<file path="src/rtl/pin_irq_pkg.sv">
package pin_irq_pkg;
  localparam int NUM_PINS = 6;
  localparam int NUM_PEND = 4;

  // pin positions
  localparam int PIN_EXT   = 0;
  localparam int PIN_SMI   = 1;
  localparam int PIN_MCHK  = 2;
  localparam int PIN_CSTOP = 3;
  localparam int PIN_HRST  = 4;
  localparam int PIN_SRST  = 5;

  // pending positions
  localparam int PND_EXT  = 0;
  localparam int PND_SMI  = 1;
  localparam int PND_MCHK = 2;
  localparam int PND_SRST = 3;

  // inactive level of each pin: 1 for the active-low and falling-edge pins
  localparam logic [NUM_PINS-1:0] PIN_IDLE = 6'b011100;

  typedef struct packed {
    logic [NUM_PINS-1:0] rise;
    logic [NUM_PINS-1:0] fall;
  } pin_evt_t;
endpackage

</file>
<file path="src/rtl/pin_sync.sv">
module pin_sync #(
  parameter int                 W      = 6,
  parameter int                 STAGES = 2,
  parameter logic [W-1:0]       IDLE   = '0
) (
  input  logic         clk,
  input  logic         rst,
  input  logic [W-1:0] d_i,
  output logic [W-1:0] q_o
);
  logic [W-1:0] stg [STAGES];

  for (genvar g = 0; g < STAGES; g++) begin : g_stage
    if (g == 0) begin : g_first
      always_ff @(posedge clk) begin
        if (rst) stg[0] <= IDLE;
        else     stg[0] <= d_i;
      end
    end else begin : g_next
      always_ff @(posedge clk) begin
        if (rst) stg[g] <= IDLE;
        else     stg[g] <= stg[g-1];
      end
    end
  end

  assign q_o = stg[STAGES-1];
endmodule

</file>
<file path="src/rtl/pin_event_detect.sv">
module pin_event_detect
  import pin_irq_pkg::*;
(
  input  logic                clk,
  input  logic                rst,
  input  logic [NUM_PINS-1:0] lvl_i,
  output pin_evt_t            evt_o
);
  logic [NUM_PINS-1:0] last_q;

  always_ff @(posedge clk) begin
    if (rst) last_q <= PIN_IDLE;
    else     last_q <= lvl_i;
  end

  // a sample equal to the stored level yields neither event
  always_comb begin
    evt_o.rise = lvl_i & ~last_q;
    evt_o.fall = ~lvl_i & last_q;
  end

  // after an event the stored level has moved, so the same event cannot repeat
  a_r11_no_repeat_rise: assert property (@(posedge clk) disable iff (rst)
    (|evt_o.rise) |=> ((evt_o.rise & $past(evt_o.rise)) == '0));
  a_r11_no_repeat_fall: assert property (@(posedge clk) disable iff (rst)
    (|evt_o.fall) |=> ((evt_o.fall & $past(evt_o.fall)) == '0));
endmodule

</file>
<file path="src/rtl/pending_ctrl.sv">
module pending_ctrl
  import pin_irq_pkg::*;
(
  input  logic                clk,
  input  logic                rst,
  input  pin_evt_t            evt_i,
  input  logic [NUM_PEND-1:0] ack_i,
  output logic [NUM_PEND-1:0] pend_o,
  output logic                irq_o
);
  logic [NUM_PEND-1:0] pend_q, pend_nxt;
  logic                irq_q;

  always_comb begin
    pend_nxt = pend_q;
    // level-following sources
    if (evt_i.rise[PIN_EXT])  pend_nxt[PND_EXT]  = 1'b1;
    if (evt_i.fall[PIN_EXT])  pend_nxt[PND_EXT]  = 1'b0;
    if (evt_i.rise[PIN_SMI])  pend_nxt[PND_SMI]  = 1'b1;
    if (evt_i.fall[PIN_SMI])  pend_nxt[PND_SMI]  = 1'b0;
    if (evt_i.rise[PIN_SRST]) pend_nxt[PND_SRST] = 1'b1;
    if (evt_i.fall[PIN_SRST]) pend_nxt[PND_SRST] = 1'b0;
    // sticky edge source: acknowledge first, a new fall overrides it
    if (ack_i[PND_MCHK])      pend_nxt[PND_MCHK] = 1'b0;
    if (evt_i.fall[PIN_MCHK]) pend_nxt[PND_MCHK] = 1'b1;
  end

  always_ff @(posedge clk) begin
    if (rst) begin
      pend_q <= '0;
      irq_q  <= 1'b0;
    end else begin
      pend_q <= pend_nxt;
      irq_q  <= |pend_nxt;
    end
  end

  assign pend_o = pend_q;
  assign irq_o  = irq_q;

  // request output tracks the vector
  a_r10_irq_any: assert property (@(posedge clk) disable iff (rst)
    irq_q == (pend_q != '0));
  // external interrupt rise is reflected next cycle
  a_r3_ext_rise: assert property (@(posedge clk) disable iff (rst)
    evt_i.rise[PIN_EXT] |=> pend_q[PND_EXT]);
  // machine check stays pending until acknowledged
  a_r5_mchk_sticky: assert property (@(posedge clk) disable iff (rst)
    (pend_q[PND_MCHK] && !ack_i[PND_MCHK]) |=> pend_q[PND_MCHK]);
  // nothing but a fall sets machine check
  a_r5_mchk_fall_only: assert property (@(posedge clk) disable iff (rst)
    (!pend_q[PND_MCHK] && !evt_i.fall[PIN_MCHK]) |=> !pend_q[PND_MCHK]);
  // without a pin event the level bits hold, whatever the acknowledge
  a_r6_ack_level_ignored: assert property (@(posedge clk) disable iff (rst)
    (!evt_i.rise[PIN_SMI] && !evt_i.fall[PIN_SMI]) |=> $stable(pend_q[PND_SMI]));
  // soft reset fall clears its bit
  a_r7_srst_fall: assert property (@(posedge clk) disable iff (rst)
    evt_i.fall[PIN_SRST] |=> !pend_q[PND_SRST]);
endmodule

</file>
<file path="src/rtl/core_ctrl.sv">
module core_ctrl
  import pin_irq_pkg::*;
(
  input  logic     clk,
  input  logic     rst,
  input  pin_evt_t evt_i,
  output logic     halt_o,
  output logic     core_reset_o
);
  logic halt_q, crst_q;

  always_ff @(posedge clk) begin
    if (rst) begin
      halt_q <= 1'b0;
      crst_q <= 1'b0;
    end else begin
      if (evt_i.fall[PIN_CSTOP]) halt_q <= 1'b1;
      crst_q <= evt_i.fall[PIN_HRST];
    end
  end

  assign halt_o       = halt_q;
  assign core_reset_o = crst_q;

  // halt holds until block reset
  a_r8_halt_sticky: assert property (@(posedge clk) disable iff (rst)
    halt_q |=> halt_q);
  // reset request never lasts two cycles
  a_r9_reset_pulse: assert property (@(posedge clk) disable iff (rst)
    crst_q |=> !crst_q);
endmodule

</file>
<file path="src/rtl/core_pin_irq_ctrl.sv">
module core_pin_irq_ctrl
  import pin_irq_pkg::*;
#(
  parameter int SYNC_STAGES = 2
) (
  input  logic                clk,
  input  logic                rst,
  input  logic [NUM_PINS-1:0] pins_i,
  input  logic [NUM_PEND-1:0] ack_i,
  output logic [NUM_PEND-1:0] pending_o,
  output logic                irq_o,
  output logic                halt_o,
  output logic                core_reset_o
);
  logic [NUM_PINS-1:0] lvl;
  pin_evt_t            evt;

  pin_sync #(.W(NUM_PINS), .STAGES(SYNC_STAGES), .IDLE(PIN_IDLE)) u_sync (
    .clk (clk), .rst (rst), .d_i (pins_i), .q_o (lvl)
  );

  pin_event_detect u_evt (
    .clk (clk), .rst (rst), .lvl_i (lvl), .evt_o (evt)
  );

  pending_ctrl u_pend (
    .clk (clk), .rst (rst), .evt_i (evt), .ack_i (ack_i),
    .pend_o (pending_o), .irq_o (irq_o)
  );

  core_ctrl u_core (
    .clk (clk), .rst (rst), .evt_i (evt),
    .halt_o (halt_o), .core_reset_o (core_reset_o)
  );

  // outputs are quiet in the cycle after reset
  a_r1_reset_quiet: assert property (@(posedge clk)
    $past(rst) |-> (pending_o == '0 && !irq_o && !halt_o && !core_reset_o));
endmodule

</file>
<file path="config.mk">
export PLATFORM = sky130hd
export DESIGN_NAME = core_pin_irq_ctrl
export DESIGN_NICKNAME = d
export VERILOG_FILES = /design/src/rtl/pin_irq_pkg.sv /design/src/rtl/pin_sync.sv /design/src/rtl/pin_event_detect.sv /design/src/rtl/pending_ctrl.sv /design/src/rtl/core_ctrl.sv /design/src/rtl/core_pin_irq_ctrl.sv
export SDC_FILE = /design/constraint.sdc
export NUM_CORES = 1
export LEC_CHECK = 0
export BUFFER_PORTS_ARGS = -buffer_cell sky130_fd_sc_hd__buf_2
export CAP_MARGIN = 20
export CORE_UTILIZATION = 52
export CTS_BUF_LIST = sky130_fd_sc_hd__clkbuf_4
export DETAILED_ROUTE_END_ITERATION = 10
export PLACE_DENSITY = 0.79
export SYNTH_ARGS = -nofsm -noshare
export SYNTH_HDL_FRONTEND = slang
export SYNTH_SLANG_ARGS = --single-unit
</file>
<file path="constraint.sdc">
create_clock -name clk -period 1 [get_ports clk]
set_input_delay 0.05 -clock clk [delete_from_list [all_inputs] [get_ports clk]]
set_output_delay 0.05 -clock clk [all_outputs]
set_load 0.03 [all_outputs]
</file>
==> reports/results.ini <==
[timing]
worst_slack_ns=0.0420
finalSetupViolCount=0
final.period_utilization=0.958
max_freq_mhz=1040
rsz0062_at_grt=false
max_slew_margin=0.763
layout_min_cycle_time_ns=0.958
tightest_slew_ns=0.355
fin_tns_setup_ns=0
hold_slack_ns=0.110
slew_viol_final=0
final.setup_skew_ns=0.00293
hold_viol=0

[logic_synthesis]
avgSynthCellArea_um2=11.0
synth_cells=67
ys_top_cells_by_area=dfxtp_1 (68%), or2_1 (7.6%), inv_1 (5.1%)
synth_top_flop_cell=dfxtp_1
synth_area_um2=738
synth_edf_count=0
synth_common_cells=dfxtp_1 (25), inv_1 (10), nor2_1 (9), or2_1 (9), nor2b_1 (6)
synth_top_area_frac=0.678
synth-seq-cells=25
synth_warnings=0
post-synth-top-area-cell=dfxtp_1
async_flop_share=0
ys_seq_area_frac=0.678
synth_cell_types=10
synth_most_common_cell=dfxtp_1
synth_nets=79

[setup_path]
crit_path_end_kind=flip-flop
critical_path.top_delay_family=flip-flops
cp_data_required_time_ns=1.24
critPathBufInv=1
rrSetupSlack_ns=0.04
worstPathMaxFanout=2
crit_path_start_kind=flip-flop
slowest_delay_ns=0.36
path_cells=inv_1 -> maj3_2 -> a41oi_2
worst_ep_arrival_time_ns=1.20
cp_slowest_cell=dfxtp_4
path_class=reg2reg

[global_route]
antenna_found_initial=0
grt_pass1_vias=378
grt_pass1_wl_um=1460
use_met2=0.242
grt_max_degree=25
top_usage_layer=met2
grt.overflow.total=0
use_met1=0.158
track_usage=0.150
grt.met3_usage=0.0568

[layout]
drive_gt1_frac=0.289
multiInputGateArea_um2=190
fin_nets=103
layout.cells.non_filler=105
diodes=0
fill_cells=97
final_cell_area_um2=921
seqCellArea_um2=509
area_growth_pct=24.7

[clocking]
path_clk_slew_ns=0.13
clk_path_buf_depth=2
clk_latency_ns=0.31
cts-root-buf=clkbuf_4
cts_tree=done
cts_buffers=3
htreeDepth=1
cts_sinks=25

[place]
gp_congestion=0.646
preCtsSetupSlack_ns=0.0622
dp_cells=95
port_buffers=15
postPlaceCellArea_um2=831
hpwl_um=638

[status]
status=completed

[power_and_ir_drop]
swShare=0.229
p_sw_uw=373
comb_power_share=0.090
p_int_mw=1.26
ir_worst_vdd_mv=1.14
seq_power_share=0.644
power_density_nw_per_um2=1770
leakage_nw=0.412
pwr-share-clk=0.267

[floorplanning]
die_h_um=39.7
core_area_um2=1320
core.rowCount=13
die-area_um2=1570
ioPinCount=19
die_x_um=39.7
start_util=0.560

[detailed_routing]
drt_iter0_markers=2
drtPass1Iterations=2
wire_per_inst_um=9.38
ant_nets=0
via_per_inst=4.42
drc=0
drt_wl_total_um=985
num_vias=464

[flow_run]
cap_violations=0

[min_path]
hold_class=in2reg

-- cell families (layout without fill, tap and decap cells) --
group | Yosys count | after routing | synth area share
flip-flops | 25 | 25 | 0.678
AND/OR/NAND/NOR | 24 | 24 | 0.173
buffers and inverters | 12 | 35 | 0.0644
adder cells (fa/ha/maj) | 3 | 3 | 0.0458
AO/OA/AOI/OAI | 3 | 3 | 0.0390
-- metal layers --
metal  vias to the layer above  wire [um]
li1                        247          -
met1                       204        453
met2                        11        477
met3                         2         42
met4                         0         12
met5                         -          0
-- power groups by stage --
stage	Sequential [mW]	Clock (mW)	Combinational, mW
after floorplan	1.10	0	0.0597
after global placement	1.07	0	0.124
after detailed placement	1.07	0	0.130
after CTS	1.05	0.446	0.148
after global routing	1.06	0.488	0.160
final	1.05	0.435	0.146
-- timing repair --
item | CTS | global route
hold buffers | 6 | 0
endpoints found under the setup margin | 0 | 1
buffers inserted | 0 | 0
resized for setup | 0 | 0
hold endpoints to repair | 6 | 0
-- final cells by class --
type,count,share of cell area
clock buffers,3,0.0245
clock inverters,1,0.00815
inverters,10,0.0408
multi-input cells,30,0.207
flip-flops and latches,25,0.553
well taps,15,0.0204
repair buffers,21,0.147
-- cells in the final DEF (no fill, tap or decap) --
| cell | n |
|---|---|
| a21oi_1 | 1 |
| a22oi_1 | 1 |
| a41oi_2 | 1 |
| buf_2 | 15 |
| clkbuf_4 | 3 |
| clkinvlp_4 | 1 |
| dfxtp_1 | 22 |
| dfxtp_2 | 1 |
| dfxtp_4 | 2 |
| dlygate4sd3_1 | 6 |
| inv_1 | 10 |
| maj3_2 | 3 |
| nor2_1 | 9 |
| nor2b_1 | 6 |
| or2_1 | 9 |
-- through the flow --
stage	utilization	total power [mW]
floorplan	-	1.16
global placement	0.631	1.20
detailed placement	0.631	1.20
CTS	0.699	1.64
global route	0.699	1.71
finish	0.699	1.63
-- registers in the layout (all words and copies together), names as in the netlist --
signal,flops
u_core.halt_o,1
u_sync.stg,12
u_core.core_reset_o,1
u_evt.last_q,6
u_pend.irq_o,1
u_pend.pend_o,4
-- worst paths after layout --
path               startpoint               end  depth (start not counted)
max          u_pend.pend_o[0]      u_pend.irq_o                          3
min                       rst   u_evt.last_q[1]                          2
max reg2reg  u_pend.pend_o[0]      u_pend.irq_o                          3
min reg2reg  u_sync.stg[0][3]  u_sync.stg[1][3]                          1
-- worst reg2reg max path, cell delays in order, from the launching register on --
cell,delay (ns)
dfxtp_4,0.36
inv_1,0.04
maj3_2,0.31
a41oi_2,0.18
No activity file was read; power rests on OpenSTA's default activity.
